**config.mk**
```make
export PLATFORM = sky130hd
export DESIGN_NAME = dvco_phase_dist
export DESIGN_NICKNAME = d
export VERILOG_FILES = /design/src/rtl/dvco_pkg.sv /design/src/rtl/dvco_inc_calc.sv /design/src/rtl/dvco_accum.sv /design/src/rtl/dvco_phase_rot.sv /design/src/rtl/dvco_evt_count.sv /design/src/rtl/dvco_phase_dist.sv
export SDC_FILE = /design/constraint.sdc
export NUM_CORES = 1
export LEC_CHECK = 0
export ABC_AREA = 1
export BUFFER_PORTS_ARGS = -buffer_cell sky130_fd_sc_hd__buf_2
export CORE_MARGIN = 4
export CORE_UTILIZATION = 50
export CTS_CLUSTER_SIZE = 14
export DETAILED_ROUTE_END_ITERATION = 6
export GPL_ROUTABILITY_DRIVEN = 0
export HOLD_SLACK_MARGIN = 0.02
export PLACE_DENSITY = 0.67
export SLEW_MARGIN = 20
export SYNTH_ARGS = -nofsm -noshare
export SYNTH_HDL_FRONTEND = slang
export SYNTH_SLANG_ARGS = --single-unit
```
**constraint.sdc**
```tcl
create_clock -name clk_i -period 5.43 [get_ports clk_i]
set_input_delay 0.2715 -clock clk_i [delete_from_list [all_inputs] [get_ports clk_i]]
set_output_delay 0.2715 -clock clk_i [all_outputs]
set_load 0.01 [all_outputs]
```
**src/rtl/dvco_pkg.sv**
```systemverilog
`timescale 1ns/1ps
package dvco_pkg;
  localparam int DEF_ACC_W    = 24;
  localparam int DEF_COMP_W   = 12;
  localparam int DEF_GAIN_W   = 16;
  localparam int DEF_SHIFT    = 10;
  localparam int DEF_MAX_PH   = 8;
  localparam int DEF_WIN_LEN  = 4096;

  function automatic int unsigned eff_phases(input int unsigned n, input int unsigned max_ph);
    if (n == 0) return 1;
    if (n > max_ph) return max_ph;
    return n;
  endfunction
endpackage

```
**src/rtl/dvco_inc_calc.sv**
```systemverilog
`timescale 1ns/1ps
module dvco_inc_calc #(
  parameter int ACC_W     = 24,
  parameter int COMP_W    = 12,
  parameter int GAIN_W    = 16,
  parameter int MUL_SHIFT = 10
) (
  input  logic [COMP_W-1:0] comp_i,
  input  logic [GAIN_W-1:0] gain_i,
  input  logic [ACC_W-1:0]  base_inc_i,
  input  logic [ACC_W-1:0]  max_inc_i,
  output logic [ACC_W-1:0]  inc_o
);
  localparam int PROD_W = COMP_W + GAIN_W + 1;
  localparam int SUM_W  = ((PROD_W > ACC_W) ? PROD_W : ACC_W) + 2;

  logic signed [PROD_W-1:0] prod;
  logic signed [SUM_W-1:0]  prod_x, base_x, max_x, sum;

  always_comb begin
    prod   = $signed({{(GAIN_W+1){comp_i[COMP_W-1]}}, comp_i})
           * $signed({{(COMP_W+1){1'b0}}, gain_i});
    prod_x = {{(SUM_W-PROD_W){prod[PROD_W-1]}}, prod};
    base_x = $signed({{(SUM_W-ACC_W){1'b0}}, base_inc_i});
    max_x  = $signed({{(SUM_W-ACC_W){1'b0}}, max_inc_i});
    sum    = base_x + (prod_x >>> MUL_SHIFT);
    if (sum < 0)          inc_o = '0;
    else if (sum > max_x) inc_o = max_inc_i;
    else                  inc_o = sum[ACC_W-1:0];
  end
endmodule

```
**src/rtl/dvco_accum.sv**
```systemverilog
`timescale 1ns/1ps
module dvco_accum #(
  parameter int ACC_W = 24
) (
  input  logic             clk_i,
  input  logic             rst_ni,
  input  logic [ACC_W-1:0] inc_i,
  output logic             fire_o
);
  logic [ACC_W-1:0] acc_q;
  logic [ACC_W:0]   sum;

  assign sum = {1'b0, acc_q} + {1'b0, inc_i};

  always_ff @(posedge clk_i or negedge rst_ni) begin
    if (!rst_ni) begin
      acc_q  <= '0;
      fire_o <= 1'b0;
    end else begin
      acc_q  <= sum[ACC_W-1:0];
      fire_o <= sum[ACC_W];
    end
  end
endmodule

```
**src/rtl/dvco_phase_rot.sv**
```systemverilog
`timescale 1ns/1ps
module dvco_phase_rot #(
  parameter int MAX_PH   = 8,
  parameter int PH_SEL_W = 4
) (
  input  logic                clk_i,
  input  logic                rst_ni,
  input  logic                fire_i,
  input  logic [PH_SEL_W-1:0] n_phases_i,
  output logic [MAX_PH-1:0]   strobe_o
);
  logic [PH_SEL_W-1:0] n_eff;
  logic [MAX_PH-1:0]   ptr_q, act_mask, top_mask, eff_ptr, nxt_ptr;

  always_comb begin
    if (n_phases_i == '0)                          n_eff = PH_SEL_W'(1);
    else if (n_phases_i > PH_SEL_W'(MAX_PH))       n_eff = PH_SEL_W'(MAX_PH);
    else                                           n_eff = n_phases_i;
  end

  for (genvar i = 0; i < MAX_PH; i++) begin : g_mask
    assign act_mask[i] = (n_eff > PH_SEL_W'(i));
    assign top_mask[i] = (n_eff == PH_SEL_W'(i + 1));
  end

  // pointer outside the active set is redirected to phase 0
  assign eff_ptr = (|(ptr_q & act_mask)) ? ptr_q : MAX_PH'(1);
  if (MAX_PH > 1) begin : g_shift
    assign nxt_ptr = (|(eff_ptr & top_mask)) ? MAX_PH'(1) : {eff_ptr[MAX_PH-2:0], 1'b0};
  end else begin : g_single
    assign nxt_ptr = MAX_PH'(1);
  end
  assign strobe_o = fire_i ? eff_ptr : '0;

  always_ff @(posedge clk_i or negedge rst_ni) begin
    if (!rst_ni)     ptr_q <= MAX_PH'(1);
    else if (fire_i) ptr_q <= nxt_ptr;
  end
endmodule

```
**src/rtl/dvco_evt_count.sv**
```systemverilog
`timescale 1ns/1ps
module dvco_evt_count #(
  parameter int WIN_LEN = 4096,
  parameter int CNT_W   = 13
) (
  input  logic             clk_i,
  input  logic             rst_ni,
  input  logic             fire_i,
  output logic [CNT_W-1:0] count_o,
  output logic             valid_o
);
  localparam int WC_W = (WIN_LEN > 1) ? $clog2(WIN_LEN) : 1;

  logic [WC_W-1:0]  wcnt_q;
  logic [CNT_W-1:0] acc_q;
  logic             last;

  assign last = (wcnt_q == WC_W'(WIN_LEN - 1));

  always_ff @(posedge clk_i or negedge rst_ni) begin
    if (!rst_ni) begin
      wcnt_q  <= '0;
      acc_q   <= '0;
      count_o <= '0;
      valid_o <= 1'b0;
    end else if (last) begin
      wcnt_q  <= '0;
      acc_q   <= '0;
      count_o <= acc_q + CNT_W'(fire_i);
      valid_o <= 1'b1;
    end else begin
      wcnt_q  <= wcnt_q + WC_W'(1);
      acc_q   <= acc_q + CNT_W'(fire_i);
      valid_o <= 1'b0;
    end
  end
endmodule

```
**src/rtl/dvco_phase_dist.sv**
```systemverilog
`timescale 1ns/1ps
module dvco_phase_dist #(
  parameter int ACC_W     = dvco_pkg::DEF_ACC_W,
  parameter int COMP_W    = dvco_pkg::DEF_COMP_W,
  parameter int GAIN_W    = dvco_pkg::DEF_GAIN_W,
  parameter int MUL_SHIFT = dvco_pkg::DEF_SHIFT,
  parameter int MAX_PH    = dvco_pkg::DEF_MAX_PH,
  parameter int WIN_LEN   = dvco_pkg::DEF_WIN_LEN,
  localparam int PH_SEL_W = $clog2(MAX_PH + 1),
  localparam int CNT_W    = $clog2(WIN_LEN + 1)
) (
  input  logic                clk_i,
  input  logic                rst_ni,
  input  logic [COMP_W-1:0]   comp_i,
  input  logic [GAIN_W-1:0]   gain_i,
  input  logic [ACC_W-1:0]    base_inc_i,
  input  logic [ACC_W-1:0]    max_inc_i,
  input  logic [PH_SEL_W-1:0] n_phases_i,
  output logic                fire_o,
  output logic [MAX_PH-1:0]   phase_strobe_o,
  output logic [CNT_W-1:0]    evt_count_o,
  output logic                evt_valid_o
);
  logic [ACC_W-1:0] inc;

  dvco_inc_calc #(.ACC_W(ACC_W), .COMP_W(COMP_W), .GAIN_W(GAIN_W), .MUL_SHIFT(MUL_SHIFT)) u_inc (
    .comp_i(comp_i), .gain_i(gain_i), .base_inc_i(base_inc_i), .max_inc_i(max_inc_i), .inc_o(inc)
  );

  dvco_accum #(.ACC_W(ACC_W)) u_acc (
    .clk_i(clk_i), .rst_ni(rst_ni), .inc_i(inc), .fire_o(fire_o)
  );

  dvco_phase_rot #(.MAX_PH(MAX_PH), .PH_SEL_W(PH_SEL_W)) u_rot (
    .clk_i(clk_i), .rst_ni(rst_ni), .fire_i(fire_o), .n_phases_i(n_phases_i), .strobe_o(phase_strobe_o)
  );

  dvco_evt_count #(.WIN_LEN(WIN_LEN), .CNT_W(CNT_W)) u_evt (
    .clk_i(clk_i), .rst_ni(rst_ni), .fire_i(fire_o), .count_o(evt_count_o), .valid_o(evt_valid_o)
  );
endmodule

```
==> impl_results.md, run 1 <==
- Run status: complete, but fails checks
- Failing checks: setup timing
- # IOs: 105
- CP Data Required Time: 5.65 ns
- Worst rel slew slack: 0.387
- Post-Syn Nets: 2,141
- Vias/cell: 5.18
- Asr flop ratio synth: 1.00
- Clock tree buffer depth: 2
- CP Capture Type: flip-flop
- CTS tree: built
- GR Util All Layers: 0.247
- Largest cells by area after synthesis: fa_1 22%, ha_1 16%, dfrtp_1 14%
- Pin count of the biggest net entering global routing: 73
- First-pass GRT wire length: 59,000 microns
- Layout overhead on the synthesized area: 42.0%
- Reg-to-Reg Start: u_acc.fire_o
- CTS sink count: 72
- Post-synthesis area per instance: 7.35 sq um
- Critical path peak fanout: 6
- Cell Rows: 58
- CP max-delay cell: fa_1
- Max Clock Skew: 0.0115 ns
- Chip height: 169 microns
- Synthesized cell area: 0.0129 sq mm
- Critical Path Start: comp_i[9]
- Routed WL: 38,300 microns
- Post-synthesis sequential area ratio: 0.140
- Measured slew at the worst slew-check pin: 0.919 ns
- Grt ovf: 0
- FILL cells: 1,871
- Initial Util: 0.510
- Shortest period the worst path allows: 9.14 ns
- Cell with the most instances after synthesis: inv_1
- Antenna Nets Post-Route: 0
- Maxcap violations: 0
- CP delay by family, top: adder cells
- Port buffer count: 104
- RSZ-0062 raised after global routing: true
- Main synth FF type: dfrtp_1
- # H-tree levels: 3
- DR WL/cell: 15.2 microns
- Final Setup Violations: 25
- Logic depth of the worst path, buffers included: 51
- Share of layout cells above drive strength 1: 0.344
- Worst setup SP type: input pin
- First-pass DRT Iterations: 5
- Worst Reg-to-Reg Cells: 9
- Yosys top cell by area: fa_1
- Die ar.: 0.0285 sq mm
- Total CTS buffers: 9
- Clk Latency, worst-skew pair: 0.34 ns
- YS warnings: 0
- Post-synth top area share: 0.219
- Unique masters post-synth: 48
- Reg clk slew, reported paths: 0.07 ns
- Crit path buf inv count: 10
- Final period utilization: 1.68
- Number of global-route vias before repair: 13,200
- Placed cell area: 0.0159 sq mm
- Final hold vios: 0
- Residual DRC: 0
- Antenna violations before repair: 2
- Fmax: 109 MHz
- Synth top cells by count: 418 x inv_1, 411 x nand2_1, 161 x ha_1, 141 x fa_1, 115 x nor2_1
- Worst Path Arrival: 9.37 ns
- Worst stage delay on the critical path: 0.52 ns
- Final Slew Violations: 0
- Hold crit path type: input pin to asynchronous set/reset pin
- Kind of critical path: input pin to flip-flop
- Finished Cell Area: 0.0183 sq mm
- EDFF count, synth: 0
- Number of DRC markers after the initial detailed-route iteration: 910
- Detailed placer's ending HPWL: 27,000 microns
- Die X: 169 microns
- Fin nets: 2,565
- Routed vias: 13,000
- Mapped Cells: 1,757
- CORE AREA: 0.0253 sq mm
- FF+latch count, synth: 72
- Most numerous cell on the critical path: fa_1
- Root buf cell: clkbuf_16
- Final WS setup: -3.71 ns
path summary, 6_finish.rpt:
| check | end | slack [ns] |
|---|---|---|
| worst max-delay path | u_acc.acc_q[21] | -3.71 |
| worst min-delay path | u_evt.count_o[9] | 0.14 |
| worst max register to register | u_evt.count_o[12] | 2.99 |
| worst min register to register | u_evt.count_o[0] | 0.47 |
| max in group asynchronous | u_acc.acc_q[7] | 4.68 |
| min in group clk_i | u_acc.acc_q[0] | 0.40 |
per-stage QoR:
stage | setup slack, ns | hold WS, ns | std cells | utilization | TNS (ns)
2_1_floorplan | -3.21 | -0.0241 | 1757 | - | -69.28
3_3_place_gp | -4.05 | 0.459 | 2403 | 0.628 | -91.08
3_5_place_dp | -4.18 | 0.464 | 2403 | 0.628 | -94.75
4_1_cts | -3.22 | 0.193 | 2484 | 0.689 | -73.32
5_1_grt | -4.08 | 0.210 | 2517 | 0.724 | -90.94
6_report | -3.71 | 0.138 | 2517 | 0.724 | -83.15
layout make-up:
type                       instances  area [sq um]  area share
sequential                        72          1800      0.0983
tap                              330           413      0.0225
multi-input combinational       1218         10700       0.584
antenna                            1          2.50    0.000136
inverter                         420          1580      0.0862
clock inverter                     7          62.6     0.00341
timing repair buffer             460          3540       0.193
clock buffer                       9           225      0.0123
state kept, by name (all words and copies together), names as in the netlist:
register / cells
u_rot.ptr_q: 8
u_evt.valid_o: 1
u_acc.fire_o: 1
u_evt.count_o: 13
u_evt.acc_q: 13
u_acc.acc_q: 24
u_evt.wcnt_q: 12
metal layers:
| metal | vias up | GRT usage | share of wire |
|---|---|---|---|
| met5 | - | 0 | 0 |
| met4 | 0 | 0.0522 | 0.038 |
| met3 | 139 | 0.0322 | 0.060 |
| met2 | 475 | 0.445 | 0.49 |
| met1 | 6253 | 0.318 | 0.41 |
| li1 | 6179 | - | - |
kinds of logic after synthesis:
family,synth area share
simple gates,0.193
mux,0.000775
xor+xnor,0.0577
compound gates,0.0965
flops,0.140
buf+inv,0.138
fa+ha+maj,0.375
cells in the final DEF, fill, tap and decap left out, drive strengths merged, types with 5 or more instances in the layout:
cell type    n
buf        460
xor2        65
a21boi      10
nand2      420
or2          6
nand4       14
o21bai      10
fa         141
a31oi        9
a21oi       84
clkbuf       9
nor2       119
ha         161
nor4         5
o21ai       81
inv        422
nand3       37
nor3         7
a21o         7
xnor2       18
dfrtp       71
worst register-to-register path: stages, from the launching register on:
cell and delay, ns:
dfrtp_1 0.61, ha_1 0.25, ha_1 0.19, nand3_1 0.12, nand3b_1 0.23, nor3_1 0.34
nand4_1 0.18, xnor2_1 0.17, inv_1 0.08, o21ai_0 0.19
timing repair:
item,CTS,global route
pin swaps,108,88
endpoints found under the setup margin,25,25
hold buffers,0,0
setup buffers,65,32
cloned,3,0
gates resized for setup,193,156
Power of run 1 is left out: the tool's default activity adds up to more than one toggle a clock period on the data nets, which glitch-free logic cannot reach.
==> run 2, diff against run 1 <==
--- a/config.mk
+++ b/config.mk
@@ -8,12 +8,12 @@
 export ABC_AREA = 1
 export BUFFER_PORTS_ARGS = -buffer_cell sky130_fd_sc_hd__buf_2
 export CORE_MARGIN = 4
-export CORE_UTILIZATION = 50
+export CORE_UTILIZATION = 25
 export CTS_CLUSTER_SIZE = 14
 export DETAILED_ROUTE_END_ITERATION = 6
 export GPL_ROUTABILITY_DRIVEN = 0
 export HOLD_SLACK_MARGIN = 0.02
-export PLACE_DENSITY = 0.67
+export PLACE_DENSITY = 0.51
 export SLEW_MARGIN = 20
 export SYNTH_ARGS = -nofsm -noshare
 export SYNTH_HDL_FRONTEND = slang
==> run 2 against run 1 <==
Against the previous run: the flow still finishes with violations (setup timing); utilization down 35 points; wire length is 2.6% lower; flip-flop and latch count stayed put; final area is 3.8% higher; via count is 6.6% lower.
==> impl_results.md, run 2 (same netlist as run 1, synthesis figures left out) <==
- Run status: complete, but fails checks
- Failing checks: setup timing
- # H-tree levels: 3
- Measured slew at the worst slew-check pin: 0.934 ns
- Finished Cell Area: 0.0190 sq mm
- Routed vias: 12,200
- Residual DRC: 0
- Hold buffer count at cts: 0
- GR Util All Layers: 0.132
- Share of layout cells above drive strength 1: 0.357
- Chip height: 235 microns
- Die ar.: 0.0554 sq mm
- Vias/cell: 4.29
- Die X: 235 microns
- Initial Util: 0.252
- Port buffer count: 104
- CTS sink count: 72
- DR WL/cell: 13.1 microns
- Clock tree buffer depth: 2
- Routed WL: 37,300 microns
- Pin count of the biggest net entering global routing: 73
- Number of DRC markers after the initial detailed-route iteration: 479
- Number of global-route vias before repair: 12,800
- Final hold vios: 0
- Largest register FFs: 24
- Grt ovf: 0
- Maxcap violations: 0
- Max Clock Skew: 0.00795 ns
- Cell Rows: 83
- First-pass GRT wire length: 61,100 microns
- Final period utilization: 1.61
- Total CTS buffers: 9
- Placed cell area: 0.0165 sq mm
- Clk Latency, worst-skew pair: 0.33 ns
- Most numerous cell on the critical path: fa_1
- CP Capture Type: flip-flop
- Finished Layout Cells: 2,844
- CP max-delay cell: fa_1
- Worst stage delay on the critical path: 0.55 ns
- FILL cells: 5,289
- CORE AREA: 0.0512 sq mm
- Fin nets: 2,540
- Fmax: 115 MHz
- Root buf cell: clkbuf_16
- Critical path peak fanout: 7
- First-pass DRT Iterations: 5
- Final Setup Violations: 25
- # IOs: 105
- Reg area: 0.00180 sq mm
- Register name with the most flops: u_acc.acc_q
- Reg clk slew, reported paths: 0.07 ns
- Final WS setup: -3.29 ns
- Commonest cells after routing, fill and taps aside: 386 x inv_1, 354 x nand2_1, 307 x buf_4
- Antenna violations before repair: 8
- Top flop regs: u_acc.acc_q x24, u_evt.acc_q x13, u_evt.count_o x13
- Antenna Nets Post-Route: 0
- Final Slew Violations: 0
- Dpl cells: 2,765
- Worst Path Arrival: 8.93 ns
- Shortest period the worst path allows: 8.72 ns
- CP Data Required Time: 5.65 ns
- RSZ-0062 raised after global routing: true
- Layout overhead on the synthesized area: 47.4%
- Detailed placer's ending HPWL: 30,400 microns
- Multi-input logic area: 0.0111 sq mm
- Most common cell after layout, fill and taps aside: inv_1
- CTS tree: built
- Kind of critical path: input pin to flip-flop
- Hold crit path type: input pin to asynchronous set/reset pin
- Worst rel slew slack: 0.378
- Worst setup SP type: input pin
## run 2: cell count changes in the layout (fill, tap and decap cells not counted), sizes merged
cell	before	now
buf	460	433
bufinv	0	2
clkbuf	9	11
clkinv	2	5
clkinvlp	3	0
diode	1	3
inv	422	420
## run 2: cell type report
class | count | area share
diodes | 3 | 0.000394
well taps | 680 | 0.0447
flip-flops and latches | 72 | 0.0947
multi-input cells | 1218 | 0.582
clock inverters | 7 | 0.00539
inverters | 420 | 0.0836
clock buffers | 9 | 0.0118
repair buffers | 435 | 0.178
## run 2: path summary, 6_finish.rpt
path,from,to,cells past startpoint,slack (ns)
max in group asynchronous,rst_ni,u_evt.wcnt_q[1],2,4.66
worst max register to register,u_evt.wcnt_q[0],u_evt.wcnt_q[0],11,2.99
worst min register to register,u_evt.count_o[4],u_evt.count_o[4],2,0.47
worst max-delay path,gain_i[5],u_acc.acc_q[14],49,-3.29
min in group clk_i,u_evt.count_o[4],u_evt.count_o[4],2,0.47
worst min-delay path,rst_ni,u_acc.acc_q[7],2,0.15
## run 2: metrics by stage
step | hold slack [ns] | util | setup TNS [ns] | setup slack [ns]
4_1_cts | 0.205 | 0.349 | -73.22 | -3.25
3_5_place_dp | 0.465 | 0.323 | -98.26 | -4.35
5_1_grt | 0.269 | 0.372 | -84.72 | -3.73
2_1_floorplan | -0.0241 | - | -69.28 | -3.21
3_3_place_gp | 0.461 | 0.323 | -96.55 | -4.28
6_report | 0.152 | 0.372 | -74.41 | -3.29
## run 2: critical path, delay by kind of cell
| kind | cells | cell delay (ns) |
|---|---|---|
| fa+ha+maj | 10 | 4.10 |
| compound gates | 18 | 2.48 |
| buf+inv | 10 | 0.82 |
| simple gates | 8 | 0.76 |
| xor+xnor | 3 | 0.51 |
## run 2: timing repair
item                                    CTS  global route
gates cloned                              1             1
resized for setup                       189           215
setup buffers                            32            27
pin swaps                                78            98
endpoints found under the setup margin   25            25
## run 2: per-layer routing
metal | vias up | global-route usage | part of all wire
li1 | 6145 | - | -
met5 | - | 0 | 0.00035
met2 | 164 | 0.240 | 0.51
met4 | 2 | 0.0281 | 0.023
met1 | 5836 | 0.170 | 0.45
met3 | 43 | 0.0130 | 0.023
Power of run 2 is left out for the same reason.
